**src/rtl/dlrx_pkg.sv**
```systemverilog
package dlrx_pkg;

  typedef enum logic {
    RX_HUNT = 1'b0,
    RX_RUN  = 1'b1
  } rx_state_e;

  // Number of words a lane carries: lane 0 takes even indices, lane 1 odd.
  function automatic int lane_quota(input int total, input int lane);
    return (lane == 0) ? (total + 1) / 2 : total / 2;
  endfunction

endpackage

```
**src/rtl/dlrx_sync.sv**
```systemverilog
module dlrx_sync #(
  parameter int LINES  = 3,
  parameter int STAGES = 2
) (
  input  logic             clk,
  input  logic             rst_n,
  input  logic [LINES-1:0] line_i,
  output logic [LINES-1:0] lvl_o,
  output logic [LINES-1:0] rise_o
);

  logic [LINES-1:0] chain [STAGES];
  logic [LINES-1:0] prev;

  always_ff @(posedge clk or negedge rst_n) begin
    if (!rst_n) begin
      for (int s = 0; s < STAGES; s++) chain[s] <= '0;
      prev <= '0;
    end else begin
      chain[0] <= line_i;
      for (int s = 1; s < STAGES; s++) chain[s] <= chain[s-1];
      prev <= chain[STAGES-1];
    end
  end

  assign lvl_o  = chain[STAGES-1];
  assign rise_o = chain[STAGES-1] & ~prev;

endmodule

```
**src/rtl/dlrx_frame_det.sv**
```systemverilog
module dlrx_frame_det #(
  parameter int PULSES = 4
) (
  input  logic clk,
  input  logic rst_n,
  input  logic sclk_lvl_i,
  input  logic data_rise_i,
  output logic hit_o
);

  localparam int CNT_W = $clog2(PULSES + 1);

  logic [CNT_W-1:0] cnt;

  always_ff @(posedge clk or negedge rst_n) begin
    if (!rst_n) begin
      cnt   <= '0;
      hit_o <= 1'b0;
    end else begin
      hit_o <= 1'b0;
      if (!sclk_lvl_i) begin
        cnt <= '0;
      end else if (data_rise_i) begin
        if (cnt == CNT_W'(PULSES - 1)) begin
          hit_o <= 1'b1;
          cnt   <= '0;
        end else begin
          cnt <= cnt + 1'b1;
        end
      end
    end
  end

endmodule

```
**src/rtl/dlrx_lane.sv**
```systemverilog
module dlrx_lane #(
  parameter int WORD_W = 11,
  parameter int QUOTA  = 131
) (
  input  logic              clk,
  input  logic              rst_n,
  input  logic              clr_i,
  input  logic              shift_i,
  input  logic              bit_i,
  output logic              done_o,
  output logic [WORD_W-1:0] word_o,
  output logic              full_o
);

  localparam int BIT_W = $clog2(WORD_W);
  localparam int CNT_W = $clog2(QUOTA + 1);

  logic [WORD_W-1:0] sh;
  logic [WORD_W-1:0] sh_next;
  logic [BIT_W-1:0]  bcnt;
  logic [CNT_W-1:0]  wcnt;

  assign full_o  = (wcnt == CNT_W'(QUOTA));
  assign sh_next = {sh[WORD_W-2:0], bit_i};

  always_ff @(posedge clk or negedge rst_n) begin
    if (!rst_n) begin
      sh     <= '0;
      bcnt   <= '0;
      wcnt   <= '0;
      done_o <= 1'b0;
      word_o <= '0;
    end else begin
      done_o <= 1'b0;
      if (clr_i) begin
        bcnt <= '0;
        wcnt <= '0;
      end else if (shift_i && !full_o) begin
        sh <= sh_next;
        if (bcnt == BIT_W'(WORD_W - 1)) begin
          bcnt   <= '0;
          wcnt   <= wcnt + 1'b1;
          done_o <= 1'b1;
          word_o <= sh_next;
        end else begin
          bcnt <= bcnt + 1'b1;
        end
      end
    end
  end

endmodule

```
**src/rtl/duo_lane_rx.sv**
```systemverilog
module duo_lane_rx
  import dlrx_pkg::*;
#(
  parameter int WORD_W       = 11,
  parameter int PKT_WORDS    = 262,
  parameter int LANE_LAG     = 5,
  parameter int FRAME_PULSES = 4,
  parameter int SYNC_STAGES  = 2,
  localparam int IDX_W       = $clog2(PKT_WORDS + 1)
) (
  input  logic              clk,
  input  logic              rst_n,
  input  logic              sclk_i,
  input  logic              sd1_i,
  input  logic              sd2_i,
  output logic              word_valid_o,
  output logic [WORD_W-1:0] word_data_o,
  output logic [IDX_W-1:0]  word_idx_o,
  output logic              word_par_err_o,
  output logic              pkt_done_o,
  output logic              sum_err_o,
  output logic              len_err_o
);

  localparam int LAG_W = $clog2(LANE_LAG + 2);
  localparam int NLANE = 2;

  // Synchronized lines: bit 0 serial clock, bit 1 lane A, bit 2 lane B.
  logic [2:0] lvl;
  logic [2:0] rise;

  dlrx_sync #(.LINES(3), .STAGES(SYNC_STAGES)) u_sync (
    .clk    (clk),
    .rst_n  (rst_n),
    .line_i ({sd2_i, sd1_i, sclk_i}),
    .lvl_o  (lvl),
    .rise_o (rise)
  );

  // hit[0] = start seen on lane A, hit[1] = stop seen on lane B.
  logic [NLANE-1:0] hit;

  for (genvar g = 0; g < NLANE; g++) begin : g_frame
    dlrx_frame_det #(.PULSES(FRAME_PULSES)) u_det (
      .clk         (clk),
      .rst_n       (rst_n),
      .sclk_lvl_i  (lvl[0]),
      .data_rise_i (rise[g+1]),
      .hit_o       (hit[g])
    );
  end

  rx_state_e         state;
  logic              run;
  logic              sclk_rise;
  logic [LAG_W-1:0]  lag_cnt;
  logic              extra_seen;
  logic              ovr_q;
  logic [NLANE-1:0]  shift;
  logic [NLANE-1:0]  done_q;
  logic [NLANE-1:0]  full;
  logic [WORD_W-1:0] lane_word [NLANE];
  logic              all_full;

  assign run       = (state == RX_RUN);
  assign sclk_rise = rise[0];
  assign all_full  = &full;
  assign shift[0]  = run && sclk_rise;
  assign shift[1]  = run && sclk_rise && (lag_cnt == LAG_W'(LANE_LAG));

  for (genvar g = 0; g < NLANE; g++) begin : g_lane
    dlrx_lane #(.WORD_W(WORD_W), .QUOTA(lane_quota(PKT_WORDS, g))) u_lane (
      .clk     (clk),
      .rst_n   (rst_n),
      .clr_i   (hit[0]),
      .shift_i (shift[g]),
      .bit_i   (lvl[g+1]),
      .done_o  (done_q[g]),
      .word_o  (lane_word[g]),
      .full_o  (full[g])
    );
  end

  // Lane B start delay and overrun watch, same stage as the lanes.
  always_ff @(posedge clk or negedge rst_n) begin
    if (!rst_n) begin
      lag_cnt    <= '0;
      extra_seen <= 1'b0;
      ovr_q      <= 1'b0;
    end else begin
      ovr_q <= 1'b0;
      if (hit[0]) begin
        lag_cnt    <= '0;
        extra_seen <= 1'b0;
      end else if (run && sclk_rise) begin
        if (lag_cnt != LAG_W'(LANE_LAG)) lag_cnt <= lag_cnt + 1'b1;
        if (all_full) begin
          if (extra_seen) ovr_q <= 1'b1;
          else            extra_seen <= 1'b1;
        end
      end
    end
  end

  // In-order merge of the two lanes.
  logic [IDX_W-1:0]  next_idx;
  logic              exp_lane;
  logic              use_pend;
  logic              emit;
  logic [WORD_W-1:0] emit_data;
  logic [NLANE-1:0]  pend;
  logic [WORD_W-1:0] hold [NLANE];
  logic [WORD_W-1:0] col_acc;
  logic              sum_bad;

  always_comb begin
    exp_lane  = next_idx[0];
    use_pend  = pend[exp_lane];
    emit      = run && (next_idx < IDX_W'(PKT_WORDS)) && (pend[exp_lane] || done_q[exp_lane]);
    emit_data = use_pend ? hold[exp_lane] : lane_word[exp_lane];
  end

  for (genvar g = 0; g < NLANE; g++) begin : g_hold
    logic take;
    assign take = emit && (exp_lane == 1'(g));
    always_ff @(posedge clk or negedge rst_n) begin
      if (!rst_n) begin
        pend[g] <= 1'b0;
        hold[g] <= '0;
      end else if (hit[0]) begin
        pend[g] <= 1'b0;
      end else if (take && use_pend) begin
        pend[g] <= done_q[g];
        if (done_q[g]) hold[g] <= lane_word[g];
      end else if (done_q[g] && !take) begin
        pend[g] <= 1'b1;
        hold[g] <= lane_word[g];
      end
    end
  end

  // Packet control and registered outputs.
  always_ff @(posedge clk or negedge rst_n) begin
    if (!rst_n) begin
      state          <= RX_HUNT;
      next_idx       <= '0;
      col_acc        <= '0;
      sum_bad        <= 1'b0;
      word_valid_o   <= 1'b0;
      word_data_o    <= '0;
      word_idx_o     <= '0;
      word_par_err_o <= 1'b0;
      pkt_done_o     <= 1'b0;
      sum_err_o      <= 1'b0;
      len_err_o      <= 1'b0;
    end else begin
      word_valid_o   <= 1'b0;
      word_par_err_o <= 1'b0;
      pkt_done_o     <= 1'b0;
      sum_err_o      <= 1'b0;
      len_err_o      <= 1'b0;
      if (hit[0]) begin
        len_err_o <= run;
        state     <= RX_RUN;
        next_idx  <= '0;
        col_acc   <= '0;
        sum_bad   <= 1'b0;
      end else if (hit[1] && run) begin
        state <= RX_HUNT;
        if (all_full) begin
          pkt_done_o <= 1'b1;
          sum_err_o  <= sum_bad;
        end else begin
          len_err_o <= 1'b1;
        end
      end else if (ovr_q) begin
        state     <= RX_HUNT;
        len_err_o <= 1'b1;
      end else if (emit) begin
        word_valid_o   <= 1'b1;
        word_data_o    <= emit_data;
        word_idx_o     <= next_idx;
        word_par_err_o <= ^emit_data;
        next_idx       <= next_idx + 1'b1;
        if (next_idx == IDX_W'(PKT_WORDS - 1)) sum_bad <= (emit_data != col_acc);
        else                                   col_acc <= col_acc ^ emit_data;
      end
    end
  end

endmodule

```
**config.mk**
```make
export PLATFORM = sky130hd
export DESIGN_NAME = duo_lane_rx
export DESIGN_NICKNAME = d
export VERILOG_FILES = /design/src/rtl/dlrx_pkg.sv /design/src/rtl/dlrx_sync.sv /design/src/rtl/dlrx_frame_det.sv /design/src/rtl/dlrx_lane.sv /design/src/rtl/duo_lane_rx.sv
export SDC_FILE = /design/constraint.sdc
export NUM_CORES = 1
export LEC_CHECK = 0
export ABC_AREA = 1
export BUFFER_PORTS_ARGS = -buffer_cell sky130_fd_sc_hd__buf_2
export CORE_MARGIN = 2
export CORE_UTILIZATION = 56
export DETAILED_ROUTE_END_ITERATION = 10
export PLACE_DENSITY = 0.76
export SETUP_SLACK_MARGIN = 0.15
export SLEW_MARGIN = 5
export SYNTH_ARGS = -nofsm -noshare
export SYNTH_HDL_FRONTEND = slang
export SYNTH_HIERARCHICAL = 1
export SYNTH_SLANG_ARGS = --single-unit
```
**constraint.sdc**
```tcl
create_clock -name clk -period 1.8 [get_ports clk]
set_input_delay 0.18 -clock clk [delete_from_list [all_inputs] [get_ports clk]]
set_output_delay 0.18 -clock clk [all_outputs]
set_load 0.1 [all_outputs]
```
# Word level (Yosys, flattened, before mapping)

Cells that the tools add are included.

Register bits: 161
Latch bits: 0
RAM bits: 0
Memory bits (read-only): 0
Output and inout port bits: 25
Memories: 0

Add/sub/neg operators: 8
$mul: 0
Div/mod/pow operators: 0
$lt $le $gt $ge: 3
Equality and inequality tests: 17
Shift operators: 0
Mux-type cells: 98
Bitwise gates (word level): 8
Reduce and logical (&&, ||, !) cells: 48

Operators with widths:

| operator                                       | count |
|---|---|
| 2-to-1 mux 11 bit                              | 18 |
| 2-to-1 mux 1 bit                               | 55 |
| 2-to-1 mux 8 bit                               | 6 |
| 2-to-1 mux 9 bit                               | 4 |
| 2-to-1 mux 3 bit                               | 9 |
| 2-to-1 mux 4 bit                               | 6 |
| nonzero test 2 bit                             | 11 |
| adder 8 x 1 -> 8 bit (second input constant)   | 2 |
| equality test 8 bit (second input constant)    | 2 |
| AND reduction 3 bit                            | 5 |
| AND reduction 2 bit                            | 7 |
| logical AND 1 bit                              | 13 |
| AND reduction 4 bit                            | 3 |
| != test 11 bit                                 | 1 |
| XOR reduction 11 bit                           | 1 |
| bitwise XOR 11 bit                             | 1 |
| != test 2 x 1 -> 1 bit (second input constant) | 5 |
| adder 3 x 1 -> 3 bit (second input constant)   | 3 |
| adder 9 x 1 -> 9 bit (second input constant)   | 1 |
| equality test 9 bit (second input constant)    | 1 |
| < comparator 9 bit (second input constant)     | 1 |
| nonzero test 3 bit                             | 3 |
| adder 4 x 1 -> 4 bit (second input constant)   | 2 |
| equality test 4 bit (second input constant)    | 2 |
| other kinds (12)                               | 20 |

# Logic depth before layout (Yosys ltp)

Gate-level depths: netlist of run 1.

Depth after elaboration: 11
Depth in mapped cells: 17

# By module

The synthesis of run 1 kept the hierarchy.

Modules (own cells, without submodules):

| module         | instances | cells an instance | area an instance (um^2) | seq. area each (um^2) |
|---|---|---|---|---|
| duo_lane_rx    | 1         | 578               | 4164.0                  | 1901.8 |
| dlrx_lane      | 2         | 208               | 1734.2                  | 850.8 |
| dlrx_frame_det | 2         | 20                | 176.4                   | 100.1 |
| dlrx_sync      | 1         | 18                | 277.8                   | 225.2 |

# Least setup slack after synthesis of run 1

No wires, ideal clock.

Path kind: reg2reg
From: reg g_frame[0].u_det.hit_o
To: reg next_idx[0]
Setup time: 124 ps
Data arrival time: 1788 ps
Slack: -112 ps
Stages on the path, launching flop included: 7
Cells stage by stage: dfrtp_1 -> clkbuf_1 -> clkinv_1 -> nand2_1 -> buf_2 -> nor2_1 -> o21bai_1

Word-level cells in the longest chain between the ends: 2

RTL lines:

| element                                                                              | RTL line             | text |
|---|---|---|
| start, declared                                                                      | dlrx_frame_det.sv:8  | `output logic hit_o` |
| start signal, assigned                                                               | dlrx_frame_det.sv:18 | `hit_o <= 1'b0;` |
| start signal, assigned                                                               | dlrx_frame_det.sv:20 | `hit_o <= 1'b0;` |
| start signal, assigned                                                               | dlrx_frame_det.sv:25 | `hit_o <= 1'b1;` |
| != test 2 x 1 -> 1 bit (no source line) / nonzero test 2 bit (equally long branches) | n/a                  |  |
| AND reduction 3 bit (no source line)                                                 | n/a                  |  |
| end signal, assigned                                                                 | duo_lane_rx.sv:184   | `next_idx <= next_idx + 1'b1;` |
| end, declared                                                                        | duo_lane_rx.sv:106   | `logic [IDX_W-1:0] next_idx;` |

Several ways; a longest one is shown, not always the timed one.
A chain may end at the register's enable or synchronous reset.

# Worst setup path in the final report of run 1

From: reg next_idx[0]
To: reg hold[0] (netlist bit)

Word-level cells in the longest chain between the ends: 9

RTL lines:

| element                                                    | RTL line           | text |
|---|---|---|
| branches (longest 9 deep; another with < comparator 9 bit) | n/a                |  |
| end signal, assigned by index                              | duo_lane_rx.sv:134 | `if (done_q[g]) hold[g] <= lane_word[g];` |
| end signal, assigned by index                              | duo_lane_rx.sv:137 | `hold[g] <= lane_word[g];` |
| end, declared                                              | duo_lane_rx.sv:112 | `logic [WORD_W-1:0] hold [NLANE];` |

Parallel ways; which one is timed is not known. The select of a mux whose other input is x is not followed.

==> results.yml, run 1 <==
run_status:
  status: "finished, violations left"
  violations: "setup timing"
power:
  power_switching_mw: 1.61
  irDropWorstVdd_mv: 0.806
  p_sw_share_pct: 21.4
  p_seq_share_pct: 49.0
  pwr-share-comb_pct: 2.6
  clock_power_share_pct: 48.4
  p_per_area_nw_per_um2: 694
  intPower_mw: 5.91
  p_leak_nw: 5.42
global_route:
  grt_max_degree: 44
  grt_overflow: 0
  grt_usage_pct: 26.4
  grt_pass1_vias: 6857
  grt.met3_usage_pct: 5.39
  use_met1_pct: 35.0
  grt_pass1_wl_um: 33700
  use_met2_pct: 43.2
  antenna_found_initial: 0
  busiest_layer: "met2"
finish:
  fin_nets: 1189
  postLayoutCellArea_um2: 10800
  antenna_cells: 0
  drive_gt1_share_pct: 27.8
  final_cells: 1366
  n_fill_cell: 904
  area_growth_pct: 31.2
detailed_routing:
  routed_wl_um: 22900
  firstDrtPassIters: 5
  vias: 7683
  via_per_inst: 5.62
  drtAntennaViolNets: 0
  wl_per_cell_um: 16.8
  drt_iter0_drc: 831
  drc_errors: 0
timing:
  clock_skew_ns: 0.00693
  min_period_over_period_pct: 112
  holdWs_ns: 0.237
  hold_violations: 0
  relSlewSlack_pct: 66.9
  layout_setup_ws_ns: -0.208
  rsz0062_at_grt: "true"
  post-route-min-period_ns: 2.01
  setup_viol: 62
  fmax_mhz: 498
  drv_slew: 0
  worstMarginPinSlew_ns: 0.491
critical_path:
  worst_ep_required_time_ns: 2.13
  crit_fanout: 7
  worstSetupPathType: "flip-flop to flip-flop"
  reg2reg_from: "next_idx[0]"
  crit_path_end_kind: "flip-flop"
  cp-start-kind: "flip-flop"
  crit_start: "next_idx[0]"
  arrival_ns: 2.34
die:
  die_y_um: 125
  rows: 44
  fp.dieW_um: 125
  start_util_pct: 57.1
  die_area_um2: 15700
  num_io_pins: 30
  core_um2: 14500
placement:
  port_buffers: 29
  place_ws_ns: -0.0583
  dp_cells: 1288
  dpl_cell_area_um2: 9050
  gp_congestion: 0.872
  dpl.hpwl_um: 12500
synth:
  synth_area_leaders: "dfrtp_1, nand2_1, nand3_1"
  synth_warnings: 6
  yosysTopAreaCell: "dfrtp_1"
  synth_most_common_cell: "nand2_1"
  synth_enable_flop_cells: 0
  synth.top_cells.by_count: "nand2_1, dfrtp_1, inv_1"
  synthesis.instances: 1052
  postSynthAreaPerCell_um2: 7.85
  synth_area_um2: 8260
  yosysTopAreaCellShare_pct: 48.8
  yosysUniqueCellTypes: 33
  synth-main-ff-cell: "dfrtp_1"
  ys_ff_latch: 161
  synth-async-reset-ratio_pct: 100
  syn_nets: 1069
  yosysSeqAreaShare_pct: 48.8
clock_network:
  root_buffer: "clkbuf_16"
  cts.sinks: 161
  clk_pin_slew_worst_paths_ns: 0.06
  cts_tree: "done"
  cts_max_path_buffers: 2
  cts_buffers: 17
  htreeDepth: 4
  clock_latency_ns: 0.43
flow_run:
  maxCapViolations: 0
min_path:
  min_path_type: "input pin to async pin"
metrics by stage:
step	setup TNS [ns]	utilization (%)	power (mW)
2_1_floorplan	0	-	3.81
3_3_place_gp	-0.00233	62.5	3.92
3_5_place_dp	-0.519	62.5	3.93
4_1_cts	-0.359	69.9	7.53
5_1_grt	-11.79	74.9	7.77
6_report	-5.74	74.9	7.52
sequential cells by signal, summed over array words and instances, names as in the netlist, 6 cells and up:
signal,cells
col_acc,11
g_frame.u_det/cnt,6
g_lane.u_lane/bcnt,8
g_lane.u_lane/sh,20
g_lane.u_lane/wcnt,16
g_lane.u_lane/word_o,22
hold,22
next_idx,9
word_data_o,11
word_idx_o,9
final timing paths:
kind                                            end  cells past startpoint  slack (ns)
setup / recovery                            hold[0]                     14       -0.21
hold / removal                        word_idx_o[8]                      2        0.24
setup reg to reg                            hold[0]                     14       -0.21
hold reg to reg                     u_sync/lvl_o[2]                      0        0.35
max in group asynchronous  g_lane[1].u_lane/wcnt[0]                      3        0.97
min in group clk                    u_sync/lvl_o[2]                      0        0.35
metal layers:
layer	vias to the layer above	wire, um
li1	3574	-
met1	3663	8890
met2	338	11500
met3	108	1510
met4	0	1080
met5	-	0
worst max-delay path: stages (launching register included):
cell	delay, ns
dfrtp_1	0.41
buf_12	0.16
clkinv_8	0.05
nand2_1	0.06
nand2_1	0.09
nor2_1	0.05
nor2_1	0.11
nand2_2	0.13
nor2_2	0.19
nand2_2	0.08
nand3_4	0.11
buf_12	0.14
buf_16	0.12
nand2_2	0.05
o21ai_1	0.14
cell families after synthesis:
group	after synthesis	synth area share (%)
and+or+nand+nor	611	32.3
DFF	161	48.8
buffers and inverters	149	8.43
AOI/OAI and AO/OA	95	6.10
xor gates and xnor gates	24	2.54
adders and majority gates	12	1.82
cells in the final DEF (no fill, tap or decap), drive strengths merged, types with 4 or more instances in the layout:
master / n
nor2: 78
dfrtp: 161
inv: 100
nand2: 411
nand4: 36
o22ai: 4
ha: 12
nand3b: 5
clkinv: 6
dlygate4sd3: 4
a21oi: 17
clkbuf: 26
o31ai: 4
o21ai: 69
buf: 137
nand3: 79
xor2: 21
power by group through the flow:
| stage | Clock [mW] | Combinational, mW | Sequential [mW] |
|---|---|---|---|
| after floorplan | 0 | 0.0684 | 3.75 |
| after global placement | 0 | 0.173 | 3.75 |
| after detailed placement | 0 | 0.183 | 3.75 |
| after CTS | 3.66 | 0.192 | 3.68 |
| after global routing | 3.86 | 0.223 | 3.69 |
| final | 3.64 | 0.193 | 3.69 |
repair_timing:
item,4_1_cts,5_1_grt
hold endpoints to repair,41,0
pin swaps,14,44
cloned,6,8
setup endpoints to repair,96,116
hold buffers,4,0
setup buffers,10,21
gates resized for setup,90,90
final cells by class:
class,count,area (um2),area share (%)
Clock buffer,19,443,4.09
Clock inverter,10,138,1.27
Inverter,101,398,3.67
Multi-Input combinational cell,743,4090,37.7
Sequential cell,161,4030,37.2
Tap cell,184,230,2.12
Timing Repair Buffer,148,1510,13.9
(Power assumes the default switching activity.)
==> run 2, diff against run 1 <==
--- a/config.mk
+++ b/config.mk
@@ -7,10 +7,12 @@
 export LEC_CHECK = 0
 export ABC_AREA = 1
 export BUFFER_PORTS_ARGS = -buffer_cell sky130_fd_sc_hd__buf_2
+export CAP_MARGIN = 20
 export CORE_MARGIN = 2
 export CORE_UTILIZATION = 56
 export DETAILED_ROUTE_END_ITERATION = 10
 export PLACE_DENSITY = 0.76
+export RECOVER_POWER = 50
 export SETUP_SLACK_MARGIN = 0.15
 export SLEW_MARGIN = 5
 export SYNTH_ARGS = -nofsm -noshare
==> run 2 against run 1 <==
The flow still finishes with violations (setup timing). Sequential cell count unchanged. Hold slack better by 0.11 ns. Sequential share of layout area grew 0.17 points.
==> results.yml, run 2 (synthesis gave the netlist of run 1 again) <==
die:
  fp.dieW_um: 125
  start_util_pct: 57.1
  num_io_pins: 30
  core_um2: 14500
  die_area_um2: 15700
  rows: 44
  die_y_um: 125
timing:
  post-route-min-period_ns: 2.01
  fin_tns_setup_ns: -5.38
  fmax_mhz: 498
  worstMarginPinSlew_ns: 1.10
  rsz0062_at_grt: "true"
  clock_skew_ns: 0.00770
  setup_viol: 62
  relSlewSlack_pct: 26.5
  layout_setup_ws_ns: -0.208
  min_period_over_period_pct: 112
  hold_violations: 0
  drv_slew: 0
detailed_routing:
  routed_wl_um: 23100
  firstDrtPassIters: 6
  wl_per_cell_um: 16.9
  via_per_inst: 5.65
  drc_errors: 0
  drtAntennaViolNets: 0
  vias: 7720
  drt_iter0_drc: 872
critical_path:
  crit_top_cell: "nand2_2"
  cp-start-kind: "flip-flop"
  crit_fanout: 7
  critPathMaxStageDelay_ns: 0.41
  crit_slowest_cell: "dfrtp_1"
  crit_family: "simple AND/OR/NAND/NOR gates"
  worst_ep_required_time_ns: 2.13
  worstRegToRegCells: 14
  worst-path-stages: 14
  path_cells: "buf_12, clkinv_8, nand2_1, nand2_1, nor2_1, nor2_1, nand2_2, nor2_2, nand2_2, nand3_4, buf_12, buf_16, nand2_2, o21ai_1"
  arrival_ns: 2.34
  worstSetupPathType: "flip-flop to flip-flop"
  cp_num_buf_inv: 4
  crit_path_end_kind: "flip-flop"
finish:
  area_growth_pct: 30.6
  n_fill_cell: 913
  drive_gt1_share_pct: 27.7
  final_cells: 1366
  antenna_cells: 0
  largestRegisters: "g_lane.u_lane/word_o x22, hold x22, g_lane.u_lane/sh x20"
  fin_nets: 1189
  layout_commonest_cell: "nand2_1"
  fin_util_pct: 74.5
  layout_common_cells: "nand2_1, dfrtp_1, inv_1, buf_4, nand3_1"
global_route:
  grt_pass1_vias: 6857
  grt_max_degree: 44
  grt_overflow: 0
  antenna_found_initial: 0
  grt_pass1_wl_um: 33700
  grt_usage_pct: 26.4
clock_network:
  htreeDepth: 4
  cts.sinks: 161
  cts_max_path_buffers: 2
  cts_buffers: 17
  cts_tree: "done"
  root_buffer: "clkbuf_16"
  clk_pin_slew_worst_paths_ns: 0.06
  clock_latency_ns: 0.43
placement:
  port_buffers: 29
  dp_cells: 1288
  dpl.hpwl_um: 12500
  gp_congestion: 0.872
  place_ws_ns: -0.0583
min_path:
  min_path_type: "flip-flop to flip-flop"
  hold_depth: 0
power:
  irDropWorstVdd_mv: 0.819
  finalPower_mw: 7.52
  p_per_area_nw_per_um2: 697
  p_leak_nw: 5.40
run_status:
  violations: "setup timing"
  status: "finished, violations left"
flow_run:
  maxCapViolations: 0
==> run 2: stage by stage <==
stage / hold WS, ns / area (um2)
floorplan: -0.116 / 8290
global placement: 0.136 / 9050
detailed placement: 0.141 / 9050
CTS: 0.260 / 10100
global route: 0.360 / 10800
finish: 0.349 / 10800
==> run 2: repair_timing <==
item,CTS,global route
setup buffers,10,21
pin swaps,14,44
gates cloned,6,8
hold endpoints to repair,41,0
hold buffers,4,0
gates resized for setup,90,90
endpoints found under the setup margin,96,116
==> run 2: worst register-to-register path: cells and delay by family, from the launching register on <==
family	cells	cell delay [ns]
compound gates	1	0.15
flops	1	0.41
simple gates	9	0.88
buf+inv	4	0.48
==> run 2: routing by layer <==
| metal | share of wire [%] | wire length, um | global-route usage [%] |
|---|---|---|---|
| met5 | 0 | 0 | 0 |
| met4 | 4.3 | 982 | 9.74 |
| met3 | 7.1 | 1640 | 5.39 |
| met2 | 50 | 11500 | 43.2 |
| met1 | 39 | 8970 | 35.0 |
==> run 2: final cells by class <==
cell class	count	area, um2	area share [%]
Clock buffer	19	443	4.11
Clock inverter	10	138	1.28
Inverter	101	398	3.69
Multi-Input combinational cell	743	4090	37.9
Sequential cell	161	4030	37.4
Tap cell	184	230	2.13
Timing Repair Buffer	148	1460	13.5
==> run 2: final timing paths <==
path | from | endpoint | slack [ns]
max | next_idx[0] | hold[0] | -0.21
max reg2reg | next_idx[0] | hold[0] | -0.21
max in group asynchronous | rst_n | g_frame[0].u_det/hit_o | 0.21
min reg2reg | u_sync/chain[5] | u_sync/lvl_o[2] | 0.35
min | u_sync/chain[5] | u_sync/lvl_o[2] | 0.35
min in group asynchronous | rst_n | word_idx_o[8] | 0.49
==> run 2: where the power goes <==
part	switching [mW]	leakage (nW)	total [mW]	internal, mW
sequential	0.0303	2.22	3.69	3.66
combinational	0.126	2.90	0.180	0.0547
clock	1.46	0.281	3.65	2.19
total	1.62	5.40	7.52	5.90
==> run 3, diff against run 2 <==
--- a/config.mk
+++ b/config.mk
@@ -6,11 +6,11 @@
 export NUM_CORES = 1
 export LEC_CHECK = 0
 export ABC_AREA = 1
-export BUFFER_PORTS_ARGS = -buffer_cell sky130_fd_sc_hd__buf_2
 export CAP_MARGIN = 20
 export CORE_MARGIN = 2
-export CORE_UTILIZATION = 56
+export CORE_UTILIZATION = 58
 export DETAILED_ROUTE_END_ITERATION = 10
+export DONT_BUFFER_PORTS = 1
 export PLACE_DENSITY = 0.76
 export RECOVER_POWER = 50
 export SETUP_SLACK_MARGIN = 0.15
==> run 3 against run 2 <==
The flow finishes with violations (hold timing, setup timing). Clock skew grew 0.0014 ns. First-iteration DRC count grew 6.4%. Final area shrank 3.3%. Via count shrank 2.0%. Combinational power shrank 51%. Fmax shrank 2.8%. Die area shrank 3.3%. Register-to-register slack lost 0.06 ns. Core utilization grew 0.67 points. Wire length shrank 1.9%. Sequential share of layout area grew 1.3 points.
==> results.yml, run 3 (synthesis gave the netlist of run 1 again) <==
clock_network:
  cts.sinks: 161
  htreeDepth: 4
  cts_buffers: 17
  root_buffer: "clkbuf_16"
  clock_latency_ns: 0.45
  hold_buffers: 3
  cts_tree: "done"
  clk_pin_slew_worst_paths_ns: 0.06
  cts_max_path_buffers: 2
timing:
  worstMarginPinSlew_ns: 0.422
  hold_violations: 161
  fmax_mhz: 484
  min_period_over_period_pct: 115
  setup_viol: 63
  post-route-min-period_ns: 2.07
  clock_skew_ns: 0.00913
  layout_setup_ws_ns: -0.265
  rsz0062_at_grt: "true"
  drv_slew: 0
  holdWs_ns: -0.575
  relSlewSlack_pct: 71.8
die:
  die_area_um2: 15200
  core_um2: 13900
  rows: 43
  start_util_pct: 59.5
  die_y_um: 123
  fp.dieW_um: 123
  num_io_pins: 30
finish:
  n_fill_cell: 927
  antenna_cells: 0
  fin_nets: 1155
  layout_commonest_cell: "nand2_1"
  layout_common_cells: "nand2_1, dfrtp_1, inv_1, buf_4, nand3_1"
  fin_util_pct: 75.2
  final_cells: 1331
  area_growth_pct: 26.3
  drive_gt1_share_pct: 23.7
  largestRegisters: "g_lane.u_lane/word_o x22, hold x22, g_lane.u_lane/sh x20"
detailed_routing:
  drc_errors: 0
  vias: 7566
  drtAntennaViolNets: 0
  via_per_inst: 5.68
  routed_wl_um: 22700
  firstDrtPassIters: 7
  wl_per_cell_um: 17.0
  drt_iter0_drc: 928
critical_path:
  cp-start-kind: "flip-flop"
  crit_fanout: 8
  worst_ep_required_time_ns: 2.13
  crit_path_end_kind: "flip-flop"
  arrival_ns: 2.40
  worstSetupPathType: "flip-flop to flip-flop"
placement:
  dp_cells: 1262
  gp_congestion: 0.884
  port_buffers: 0
  dpl.hpwl_um: 11400
power:
  irDropWorstVdd_mv: 0.650
  p_per_area_nw_per_um2: 696
  finalPower_mw: 7.27
  p_leak_nw: 5.21
global_route:
  grt_pass1_vias: 6416
  grt_overflow: 0
  antenna_found_initial: 0
  grt_usage_pct: 25.2
  grt_pass1_wl_um: 30300
  grt_max_degree: 162
run_status:
  violations: "hold timing, setup timing"
  status: "finished, violations left"
min_path:
  min_path_type: "input pin to async pin"
flow_run:
  maxCapViolations: 0
[run 3: stage by stage]
step,setup TNS (ns),instance area (um2),setup WS (ns)
global route,-13.64,10400,-0.336
detailed placement,-1.37,8890,-0.112
floorplan,0,8290,0.129
CTS,0,9610,0.0111
global placement,-0.198,8890,-0.0445
finish,-9.32,10400,-0.265
[run 3: cell type report]
type,instances,area (um2),share of cell area (%)
Sequential cell,161,4030,38.6
Multi-Input combinational cell,742,3960,37.9
Timing Repair Buffer,115,1270,12.2
Clock buffer,23,478,4.58
Inverter,101,390,3.74
Tap cell,180,225,2.16
Clock inverter,9,81.3,0.779
[run 3: repair_timing]
item / 4_1_cts / 5_1_grt
gates cloned: 2 / 16
pin swaps: 1 / 45
endpoints found under the setup margin: 67 / 95
resized for setup: 32 / 103
hold endpoints to repair: 164 / 161
setup buffers: 2 / 14
[run 3: worst max-delay path, cell delays in order, from the launching register on]
cell	delay, ns
dfrtp_2	0.49
clkinv_4	0.15
nand2_4	0.09
nand2_8	0.12
nor2_4	0.04
nor2_2	0.11
nand2_2	0.09
nor2_4	0.18
buf_6	0.12
nand2_4	0.10
clkbuf_16	0.20
o21ai_0	0.25
[run 3: path summary, 6_finish.rpt]
path | startpoint | to | slack [ns] | cells after the start
min in group clk | sclk_i | u_sync/chain[3] | 0.29 | 1
max in group asynchronous | rst_n | g_lane[0].u_lane/sh[1] | 2.13 | 0
worst min-delay path | rst_n | word_idx_o[8] | -0.58 | 0
worst min register to register | u_sync/chain[5] | u_sync/lvl_o[2] | 0.35 | 0
worst max register to register | next_idx[0] | word_data_o[0] | -0.27 | 11
worst max-delay path | next_idx[0] | word_data_o[0] | -0.27 | 11
[run 3: power breakdown]
part / total (mW) / internal (mW) / switching [mW]
Sequential: 3.69 / 3.66 / 0.0306
Clock: 3.49 / 2.00 / 1.49
Combinational: 0.0882 / 0.0387 / 0.0495
Total: 7.27 / 5.70 / 1.57
[run 3: layer usage]
metal	track usage [%]	up-vias	share of wire [%]
met3	4.75	106	6.4
met1	32.7	3592	38
met5	0	-	0
met4	9.94	0	5.5
li1	-	3500	-
met2	41.9	368	50
